**src/rtl/dma_chain_pkg.sv**
```systemverilog
package dma_chain_pkg;
  typedef enum logic [2:0] {
    ST_IDLE,
    ST_DREQ,
    ST_DWAIT,
    ST_CHECK,
    ST_RREQ,
    ST_RWAIT,
    ST_WREQ
  } dma_state_e;

  localparam int unsigned SEL_MAX = 5;
endpackage

```
**src/rtl/dma_burst_calc.sv**
```systemverilog
module dma_burst_calc #(
  parameter int CNT_W     = 17,
  parameter int MAX_WORDS = 32,
  parameter int WORD_B    = 4,
  parameter int BL_W      = 6
) (
  input  logic [2:0]       burst_sel,
  input  logic [CNT_W-1:0] remain,
  output logic [BL_W-1:0]  words
);
  import dma_chain_pkg::*;
  localparam logic [CNT_W-1:0] CAP   = CNT_W'(MAX_WORDS * WORD_B);
  localparam logic [CNT_W-1:0] WBYTE = CNT_W'(WORD_B);

  logic [2:0]       sel;
  logic [CNT_W-1:0] want;
  logic [CNT_W-1:0] take;

  always_comb begin
    sel  = (burst_sel > 3'(SEL_MAX)) ? 3'(SEL_MAX) : burst_sel;
    want = WBYTE << sel;
    if (want > CAP) want = CAP;
    take  = (remain < want) ? remain : want;
    words = BL_W'(take / WBYTE);
  end
endmodule

```
**src/rtl/dma_burst_buf.sv**
```systemverilog
module dma_burst_buf #(
  parameter int DEPTH = 32,
  parameter int DW    = 32,
  parameter int IDX_W = 5
) (
  input  logic             clk,
  input  logic             we,
  input  logic [IDX_W-1:0] wr_idx,
  input  logic [DW-1:0]    wr_data,
  input  logic [IDX_W-1:0] rd_idx,
  output logic [DW-1:0]    rd_data
);
  logic [DW-1:0] slot_q [DEPTH];

  always_ff @(posedge clk) begin
    if (we) slot_q[wr_idx] <= wr_data;
  end

  assign rd_data = slot_q[rd_idx];
endmodule

```
**src/rtl/dma_addr_step.sv**
```systemverilog
module dma_addr_step #(
  parameter int AW   = 32,
  parameter int STEP = 4
) (
  input  logic [AW-1:0] addr,
  input  logic          hold,
  output logic [AW-1:0] nxt
);
  assign nxt = hold ? addr : addr + AW'(STEP);
endmodule

```
**src/rtl/dma_chain_chan.sv**
```systemverilog
module dma_chain_chan
  import dma_chain_pkg::*;
#(
  parameter int AW              = 32,
  parameter int DW              = 32,
  parameter int CNT_W           = 17,
  parameter int MAX_BURST_WORDS = 32
) (
  input  logic          clk,
  input  logic          rst_n,
  input  logic          en,
  input  logic          abort,
  input  logic          fetch,
  input  logic [AW-1:0] desc_ptr,
  input  logic [2:0]    burst_sel,
  input  logic          src_hold,
  input  logic          dst_hold,
  output logic          mem_req_valid,
  input  logic          mem_req_ready,
  output logic          mem_req_write,
  output logic [AW-1:0] mem_req_addr,
  output logic [DW-1:0] mem_req_wdata,
  input  logic          mem_rsp_valid,
  output logic          mem_rsp_ready,
  input  logic [DW-1:0] mem_rsp_data,
  output logic          done_pulse,
  output logic          active,
  output logic          desc_loading,
  output logic [AW-1:0] cur_src,
  output logic [AW-1:0] cur_dst
);
  localparam int WORD_B = DW / 8;
  localparam int IDX_W  = $clog2(MAX_BURST_WORDS);
  localparam int BL_W   = IDX_W + 1;
  localparam logic [CNT_W-1:0] WBYTE = CNT_W'(WORD_B);

  dma_state_e       state_q;
  logic [AW-1:0]    ptr_q, next_q, src_q, dst_q;
  logic [1:0]       widx_q;
  logic [CNT_W-1:0] cnt_q;
  logic [BL_W-1:0]  blen_q, bidx_q;
  logic             done_q, active_q, loading_q, hold_q;

  logic [AW-1:0]    src_nxt, dst_nxt;
  logic [BL_W-1:0]  burst_words;
  logic [DW-1:0]    buf_rd;
  logic             in_req, acc, rsp, kill, last_beat, buf_we;

  dma_addr_step #(.AW(AW), .STEP(WORD_B)) u_src_step (
    .addr(src_q), .hold(src_hold), .nxt(src_nxt));
  dma_addr_step #(.AW(AW), .STEP(WORD_B)) u_dst_step (
    .addr(dst_q), .hold(dst_hold), .nxt(dst_nxt));

  dma_burst_calc #(.CNT_W(CNT_W), .MAX_WORDS(MAX_BURST_WORDS),
                   .WORD_B(WORD_B), .BL_W(BL_W)) u_calc (
    .burst_sel(burst_sel), .remain(cnt_q), .words(burst_words));

  dma_burst_buf #(.DEPTH(MAX_BURST_WORDS), .DW(DW), .IDX_W(IDX_W)) u_buf (
    .clk(clk), .we(buf_we), .wr_idx(bidx_q[IDX_W-1:0]), .wr_data(mem_rsp_data),
    .rd_idx(bidx_q[IDX_W-1:0]), .rd_data(buf_rd));

  always_comb begin
    in_req        = (state_q == ST_DREQ) || (state_q == ST_RREQ) || (state_q == ST_WREQ);
    mem_req_valid = in_req && (en || hold_q);
    mem_req_write = (state_q == ST_WREQ);
    mem_rsp_ready = (state_q == ST_DWAIT) || (state_q == ST_RWAIT);
    case (state_q)
      ST_DREQ: mem_req_addr = ptr_q + AW'({widx_q, 2'b00});
      ST_WREQ: mem_req_addr = dst_q;
      default: mem_req_addr = src_q;
    endcase
    mem_req_wdata = buf_rd;
    acc       = mem_req_valid && mem_req_ready;
    rsp       = mem_rsp_valid && mem_rsp_ready;
    kill      = abort && !en;
    last_beat = (bidx_q == blen_q - BL_W'(1));
    buf_we    = (state_q == ST_RWAIT) && rsp;
  end

  always_ff @(posedge clk) begin
    if (!rst_n) begin
      state_q   <= ST_IDLE;
      ptr_q     <= '0;
      next_q    <= '0;
      src_q     <= '0;
      dst_q     <= '0;
      widx_q    <= '0;
      cnt_q     <= '0;
      blen_q    <= '0;
      bidx_q    <= '0;
      done_q    <= 1'b0;
      active_q  <= 1'b0;
      loading_q <= 1'b0;
      hold_q    <= 1'b0;
    end else if (kill) begin
      state_q   <= ST_IDLE;
      done_q    <= 1'b0;
      active_q  <= 1'b0;
      loading_q <= 1'b0;
      hold_q    <= 1'b0;
    end else begin
      done_q <= 1'b0;
      hold_q <= mem_req_valid && !mem_req_ready;
      case (state_q)
        ST_IDLE: if (fetch) begin
          ptr_q     <= desc_ptr;
          widx_q    <= '0;
          active_q  <= 1'b1;
          loading_q <= 1'b1;
          state_q   <= ST_DREQ;
        end
        ST_DREQ: if (acc) state_q <= ST_DWAIT;
        ST_DWAIT: if (rsp) begin
          case (widx_q)
            2'd0: cnt_q  <= mem_rsp_data[CNT_W-1:0];
            2'd1: src_q  <= mem_rsp_data;
            2'd2: dst_q  <= mem_rsp_data;
            default: next_q <= mem_rsp_data;
          endcase
          widx_q <= widx_q + 2'd1;
          if (widx_q == 2'd3) begin
            loading_q <= 1'b0;
            state_q   <= ST_CHECK;
          end else begin
            state_q <= ST_DREQ;
          end
        end
        ST_CHECK: if (cnt_q == '0) begin
          done_q    <= 1'b1;
          ptr_q     <= next_q;
          widx_q    <= '0;
          loading_q <= 1'b1;
          state_q   <= ST_DREQ;
        end else begin
          blen_q  <= burst_words;
          bidx_q  <= '0;
          state_q <= ST_RREQ;
        end
        ST_RREQ: if (acc) state_q <= ST_RWAIT;
        ST_RWAIT: if (rsp) begin
          src_q <= src_nxt;
          if (last_beat) begin
            bidx_q  <= '0;
            state_q <= ST_WREQ;
          end else begin
            bidx_q  <= bidx_q + BL_W'(1);
            state_q <= ST_RREQ;
          end
        end
        ST_WREQ: if (acc) begin
          dst_q <= dst_nxt;
          cnt_q <= cnt_q - WBYTE;
          if (!last_beat) begin
            bidx_q <= bidx_q + BL_W'(1);
          end else if (cnt_q == WBYTE) begin
            done_q    <= 1'b1;
            ptr_q     <= next_q;
            widx_q    <= '0;
            loading_q <= 1'b1;
            state_q   <= ST_DREQ;
          end else begin
            state_q <= ST_CHECK;
          end
        end
        default: state_q <= ST_IDLE;
      endcase
    end
  end

  assign done_pulse   = done_q;
  assign active       = active_q;
  assign desc_loading = loading_q;
  assign cur_src      = src_q;
  assign cur_dst      = dst_q;
endmodule

```
**config.mk**
```make
export PLATFORM = sky130hd
export DESIGN_NAME = dma_chain_chan
export DESIGN_NICKNAME = d
export VERILOG_FILES = /design/src/rtl/dma_chain_pkg.sv /design/src/rtl/dma_burst_calc.sv /design/src/rtl/dma_burst_buf.sv /design/src/rtl/dma_addr_step.sv /design/src/rtl/dma_chain_chan.sv
export SDC_FILE = /design/constraint.sdc
export NUM_CORES = 1
export LEC_CHECK = 0
export BUFFER_PORTS_ARGS = -buffer_cell sky130_fd_sc_hd__buf_4
export CORE_UTILIZATION = 40
export CTS_BUF_LIST = sky130_fd_sc_hd__clkbuf_4 sky130_fd_sc_hd__clkbuf_8 sky130_fd_sc_hd__clkbuf_16
export DETAILED_ROUTE_END_ITERATION = 10
export SLEW_MARGIN = 40
export SYNTH_ARGS = -nofsm -noshare
export SYNTH_HDL_FRONTEND = slang
export SYNTH_SLANG_ARGS = --single-unit
```
**constraint.sdc**
```tcl
create_clock -name clk -period 3.4 [get_ports clk]
set_input_delay 1.02 -clock clk [delete_from_list [all_inputs] [get_ports clk]]
set_output_delay 1.02 -clock clk [all_outputs]
set_load 0.005 [all_outputs]
```
==> key figures, run 1 <==
Clocking
  • Clock buffer count from CTS: 121
  • Clock Sinks: 1195
  • TritonCTS clock tree: yes
  • CTS HTree Levels: 3
  • Max Root-Sink Buffers: 3
  • Worst skew pair latency: 0.72 ns
  • Post-CTS Hold Buffers: 0
  • Worst-path clk slew: 0.06 ns
  • Clock root buffer: clkbuf_16

Layout
  • Filler cells: 9947
  • Layout Nets: 3339
  • Fin cells: 4969
  • Ant diodes: 0
  • Layout cells sized above 1: 0.350
  • Area growth, synth to finish: 21.9%
  • Post-layout util: 0.492
  • Final instance area: 59900 sq um

Worst setup path
  • Worst EP required: 2.38 ns
  • Kind of critical path: register to primary output
  • RR Endpoint: ptr_q[8]
  • Crit start category: register
  • Reg-to-reg setup timing slack: 0.21 ns
  • Worst-path maximum fanout: 11
  • Worst Setup End Kind: primary output
  • Reg-to-reg startpoint: blen_q[0]
  • Worst path arrival time: 3.05 ns
  • Reg2Reg Depth: 8

Min path
  • WHS Path Cells: 2
  • Hold Startpoint: next_q[7]
  • Worst hold path type: register to register
  • Worst Hold End: next_q[7]

Drt
  • Antenna Nets Post-Route: 0
  • Wirelength per Cell: 30.0 um
  • DRT Pass-1 Iters: 6
  • Vias: 29700
  • Vias per inst: 5.98
  • DRT iter0 DRCs: 3421
  • DRC: 0
  • Final WL: 149000 um

Global route
  • Grt total ovfl: 0
  • Largest net degree at the start of global routing: 97
  • Antenna violations before repair: 6
  • GRT Overall Usage: 0.235
  • First-pass GRT wire length: 212000 um
  • Vias in the first global route: 30000

Timing
  • Worst Skew: 0.0488 ns
  • Minimum clock period: 4.07 ns
  • Worst slew pin tran: 0.817 ns
  • Tcrit/Tclk final: 1.20
  • Final Setup Violations: 54
  • Peak Freq: 0.246 GHz
  • Fin. Hold Viols: 0
  • Final max-slew violation count: 0
  • Setup WS post-layout: -0.665 ns
  • Unrepaired setup endpoints after global routing: true
  • Rel. slew slack: 0.450

Floorplanning
  • Core outline area: 122000 sq um
  • Die area: 124000 sq um
  • Die Width: 353 um
  • Initial Util: 0.403
  • Die Ht: 353 um
  • Placement Rows: 128
  • Ports: 210

Pwr
  • VDD IR max: 0.448 mV
  • Total power: 0.0307 W
  • Pwr per Cell Area: 512 nW/um^2
  • Pleak: 19.2 nW

Yosys
  • Syn Inst Count: 2859
  • Seq/Total Area, Yosys: 0.695
  • Async SR Flop Fraction: 0
  • EDFF count, synth: 1024
  • Syn_nets: 2959
  • Ys Warns: 0
  • Unique cell type count in the Yosys netlist: 72
  • Cell Area, Synth: 49200 sq um
  • Syn_area_per_cell: 17.2 sq um
  • Yosys reg bits: 1195
  • Synth Flop Type: edfxtp_1

Placed design
  • Placed cells: 4688
  • Placed inst area: 54100 sq um
  • Place WS: -0.0653 ns
  • GPL Wtd Cong: 0.944
  • Final HPWL DP: 89300 um
  • Buffers on Ports: 209

Flow run
  • Maxcap violations: 0

Status
  • Status: finished with violations
  • Failing checks: setup timing
cells in the final DEF, fill, tap and decap left out, types with 18 or more instances in the layout:
cell type  Yosys  final
clkbuf_4       0     20
mux2_4         0     25
buf_12         0     35
nand2_1      180    178
mux2i_1       39     39
a22oi_1       44     39
a211oi_2      30     30
clkinv_2       0     19
inv_1         19     18
clkinv_1       2     27
buf_6          5     43
edfxtp_1    1024   1024
ha_1          23     21
a21oi_1      164    163
nand3_1       66     55
nor2_1       147    105
nor3_1        28     23
mux4_2       320    320
and3_1        25     23
a31oi_1       19     19
o21ai_0       93     68
nand4_1       18     18
buf_4          0    325
clkbuf_16      0    136
nor2_4         0     41
dfxtp_1      171    154
how the worst max path moves through the flow:
stage               slack [ns]  depth (start not counted)     startpoint                  end
floorplan                 0.03                          3  mem_rsp_valid  u_buf.slot_q[29][0]
global placement         -0.05                         10      widx_q[0]     mem_req_addr[30]
detailed placement       -0.07                         10       ptr_q[2]     mem_req_addr[26]
CTS                      -0.74                          7       register     mem_req_wdata[2]
global route             -0.74                          7       register    mem_req_wdata[13]
finish                   -0.67                          7       register    mem_req_wdata[15]
worst max-delay path: stages, from the launching register on:
cell       delay [ns]
dfxtp_4          0.37
buf_12           0.17
clkbuf_16        0.20
buf_12           0.16
mux4_2           0.52
mux4_2           0.47
mux2_4           0.30
buf_6            0.12
synthesized netlist by cell type (all sizes together) (11+ instances only):
| library cell | instances | area share |
|---|---|---|
| and3 | 25 | 0.0032 |
| ha | 23 | 0.0059 |
| a22oi | 44 | 0.0067 |
| nand2 | 180 | 0.014 |
| nor4 | 13 | 0.0018 |
| xnor2 | 19 | 0.0034 |
| o21ai | 94 | 0.0096 |
| mux2i | 39 | 0.0079 |
| a211oi | 44 | 0.0098 |
| nor3 | 28 | 0.0028 |
| or3 | 15 | 0.0020 |
| o22ai | 12 | 0.0015 |
| o31ai | 15 | 0.0023 |
| dfxtp | 171 | 0.070 |
| edfxtp | 1024 | 0.63 |
| mux2 | 32 | 0.0073 |
| xor2 | 16 | 0.0028 |
| a21oi | 164 | 0.017 |
| a31oi | 19 | 0.0024 |
| inv | 20 | 0.0015 |
| mux4 | 320 | 0.15 |
| nand4 | 18 | 0.0023 |
| nand3 | 66 | 0.0067 |
| buf | 48 | 0.0047 |
| and2 | 13 | 0.0017 |
| nor2 | 147 | 0.011 |
| o221a | 11 | 0.0025 |
| clkbuf | 131 | 0.010 |
area by class of cell:
type	instances	area (sq um)	share of cell area
sequential	1195	34200	0.571
clock inverter	83	856	0.0143
timing repair buffer	435	4410	0.0736
inverter	22	90.1	0.00150
tap	1625	2030	0.0339
multi-input combinational	1464	15100	0.251
clock buffer	145	3270	0.0545
cell families (layout without fill, tap and decap cells):
group / Yosys count / after routing / share of synthesized area
muxes: 391 / 391 / 0.162
other: 1 / 1 / 0.0000763
DFF: 1195 / 1195 / 0.695
adders and majority gates: 24 / 24 / 0.00626
xor gates and xnor gates: 35 / 35 / 0.00623
and+or+nand+nor: 549 / 550 / 0.0524
AOI/OAI and AO/OA: 463 / 463 / 0.0619
buffers and inverters: 201 / 685 / 0.0164
layer usage:
metal | wire length, um | GRT usage | share of wire | vias to the layer above
li1 | - | - | - | 12400
met2 | 70100 | 0.372 | 0.47 | 1460
met4 | 5440 | 0.0787 | 0.036 | 0
met5 | 0 | 0 | 0 | -
met1 | 62200 | 0.331 | 0.42 | 15600
met3 | 11400 | 0.0377 | 0.077 | 282
sequential cells by signal, indices dropped and copies added, names as in the netlist, named ones only:
signal	cells
u_buf.slot_q	1024
cur_dst	32
cur_src	32
next_q	32
ptr_q	32
cnt_q	17
bidx_q	6
blen_q	6
state_q	3
widx_q	2
active	1
desc_loading	1
done_pulse	1
hold_q	1
power by group:
group	total (W)	switching, W	leakage, nW	internal [W]
logic	0.00105	0.000669	6.64	0.000380
registers	0.0160	0.0000883	10.6	0.0159
clock network	0.0136	0.00576	2.01	0.00787
total	0.0307	0.00652	19.2	0.0242
through the flow:
stage / setup TNS, ns / hold slack [ns]
after detailed placement: -0.155 / 0.450
after CTS: -29.32 / 0.438
after global routing: -31.38 / 0.462
final: -27.14 / 0.459
after floorplan: 0 / 0.436
after global placement: -0.147 / 0.444
repair_timing:
item / in CTS / in global routing
endpoints found under the setup margin: 61 / 60
setup buffers: 29 / 11
gates cloned: 5 / 14
gates resized for setup: 156 / 82
pin swaps: 32 / 42
(Power assumes the default switching activity.)
==> inputs of run 2 (changes only) <==
MAX_ROUTING_LAYER = met4   (was not set)
==> key figures, run 2 (synthesized netlist as in run 1, its figures left out) <==
Status
  • Status: finished with violations
  • Failing checks: setup timing

Timing
  • Peak Freq: 0.246 GHz
  • Final max-slew violation count: 0
  • Setup WS post-layout: -0.673 ns
  • Unrepaired setup endpoints after global routing: true
  • Fin. Hold Viols: 0
  • Setup_tns: -24.89 ns
  • Final Setup Violations: 50
  • Tcrit/Tclk final: 1.20
  • Minimum clock period: 4.07 ns
  • Rel. slew slack: 0.421
  • Worst slew pin tran: 0.862 ns
  • Worst Skew: 0.0752 ns

Pwr
  • Flop pwr share: 0.541
  • Pwr per Cell Area: 502 nW/um^2
  • Pleak: 18.9 nW
  • Cell-internal power: 0.0233 W
  • Switching Share: 0.213
  • Total power: 0.0296 W
  • Comb power frac: 0.034
  • Psw: 0.00630 W
  • VDD IR max: 0.465 mV
  • Clock share of power: 0.425

Clocking
  • Worst-path clk slew: 0.06 ns
  • CTS HTree Levels: 3
  • Max Root-Sink Buffers: 3
  • Post-CTS Hold Buffers: 0
  • Clock root buffer: clkbuf_16
  • Clock Sinks: 1195
  • Clock buffer count from CTS: 120
  • TritonCTS clock tree: yes
  • Worst skew pair latency: 0.74 ns

Placed design
  • Placed cells: 4682
  • Final HPWL DP: 89500 um
  • Placed inst area: 54200 sq um
  • Buffers on Ports: 209
  • GPL Wtd Cong: 0.953

Drt
  • Met3 routed WL: 10300 um
  • Max Used Layer: met4
  • DRC: 0
  • Final WL: 147000 um
  • Routed metal-1 wire length: 61300 um
  • Vias per inst: 5.96
  • Vias: 29400
  • DRT iter0 DRCs: 3417
  • Wirelength per Cell: 29.7 um
  • DRT Pass-1 Iters: 8
  • Wire length on met2: 71100 um
  • Antenna Nets Post-Route: 0

Floorplanning
  • Placement Rows: 128
  • Ports: 210
  • Core outline area: 122000 sq um
  • Die Ht: 353 um
  • Die area: 124000 sq um
  • Initial Util: 0.403
  • Die Width: 353 um

Layout
  • Fin cells: 4940
  • Register Area: 34200 sq um
  • Filler cells: 10000
  • Most common cell after layout, fill and taps aside: edfxtp_1
  • Final instance area: 59000 sq um
  • Post-layout util: 0.484
  • Multi-input logic area: 14900 sq um
  • Biggest register: u_buf.slot_q
  • Layout Nets: 3317
  • Max reg flops: 1024
  • Most frequent cells in the layout: edfxtp_1 (1024), buf_4 (331), mux4_2 (320)
  • Area growth, synth to finish: 20.1%
  • Layout cells sized above 1: 0.340

Min path
  • WHS Path Cells: 2
  • Worst hold path type: register to register

Worst setup path
  • Worst EP required: 2.38 ns
  • Worst-path maximum fanout: 10
  • Worst path arrival time: 3.05 ns
  • Reg2Reg Depth: 8
  • Kind of critical path: register to primary output
  • Crit start category: register
  • Worst Setup End Kind: primary output

Global route
  • GRT Overall Usage: 0.240
  • Grt total ovfl: 0
  • Antenna violations before repair: 7
  • First-pass GRT wire length: 209000 um
  • Largest net degree at the start of global routing: 62
  • Vias in the first global route: 29500

Flow run
  • Maxcap violations: 0
## run 2: cell type report
type	instances	share of cell area
antenna	2	0.0000848
clock buffer	159	0.0561
inverter	22	0.00144
tap	1625	0.0344
multi-input combinational	1463	0.253
sequential	1195	0.579
timing repair buffer	415	0.0676
clock inverter	59	0.00771
## run 2: path summary, 6_finish.rpt
path | from | end | slack (ns)
max | register | mem_req_wdata[4] | -0.67
min | next_q[8] | next_q[8] | 0.46
max reg2reg | blen_q[0] | ptr_q[11] | 0.33
min reg2reg | next_q[8] | next_q[8] | 0.46
## run 2: metrics by stage
stage | hold WS [ns] | worst slack [ns]
final | 0.460 | -0.673
after detailed placement | 0.450 | -0.0787
after CTS | 0.459 | -0.732
after floorplan | 0.436 | 0.0329
after global routing | 0.480 | -0.739
after global placement | 0.442 | -0.103
## run 2: repair_timing
item | in CTS | in global routing
gates resized for setup | 138 | 40
pin swaps | 28 | 30
buffers inserted | 20 | 17
endpoints found under the setup margin | 60 | 56
gates cloned | 3 | 3
## run 2: metal layers
metal | track usage | up-vias
li1 | - | 12300
met1 | 0.323 | 15500
met2 | 0.382 | 1393
met3 | 0.0364 | 207
met4 | 0.0624 | 0
met5 | - | -
## run 2: power groups by stage
stage	clock [W]	sequential, W	combinational, W
6_report	0.0126	0.0160	0.00101
5_1_grt	0.0134	0.0160	0.00107
4_1_cts	0.0128	0.0160	0.000981
3_5_place_dp	0	0.0163	0.000944
3_3_place_gp	0	0.0163	0.000914
2_1_floorplan	0	0.0163	0.000431
## run 2: critical path, stage by stage (launching register included)
cell and delay [ns]:
dfxtp_4 0.43, buf_12 0.20, buf_4 0.18, mux4_2 0.51, mux4_2 0.49, mux2_2 0.34
buf_4 0.15
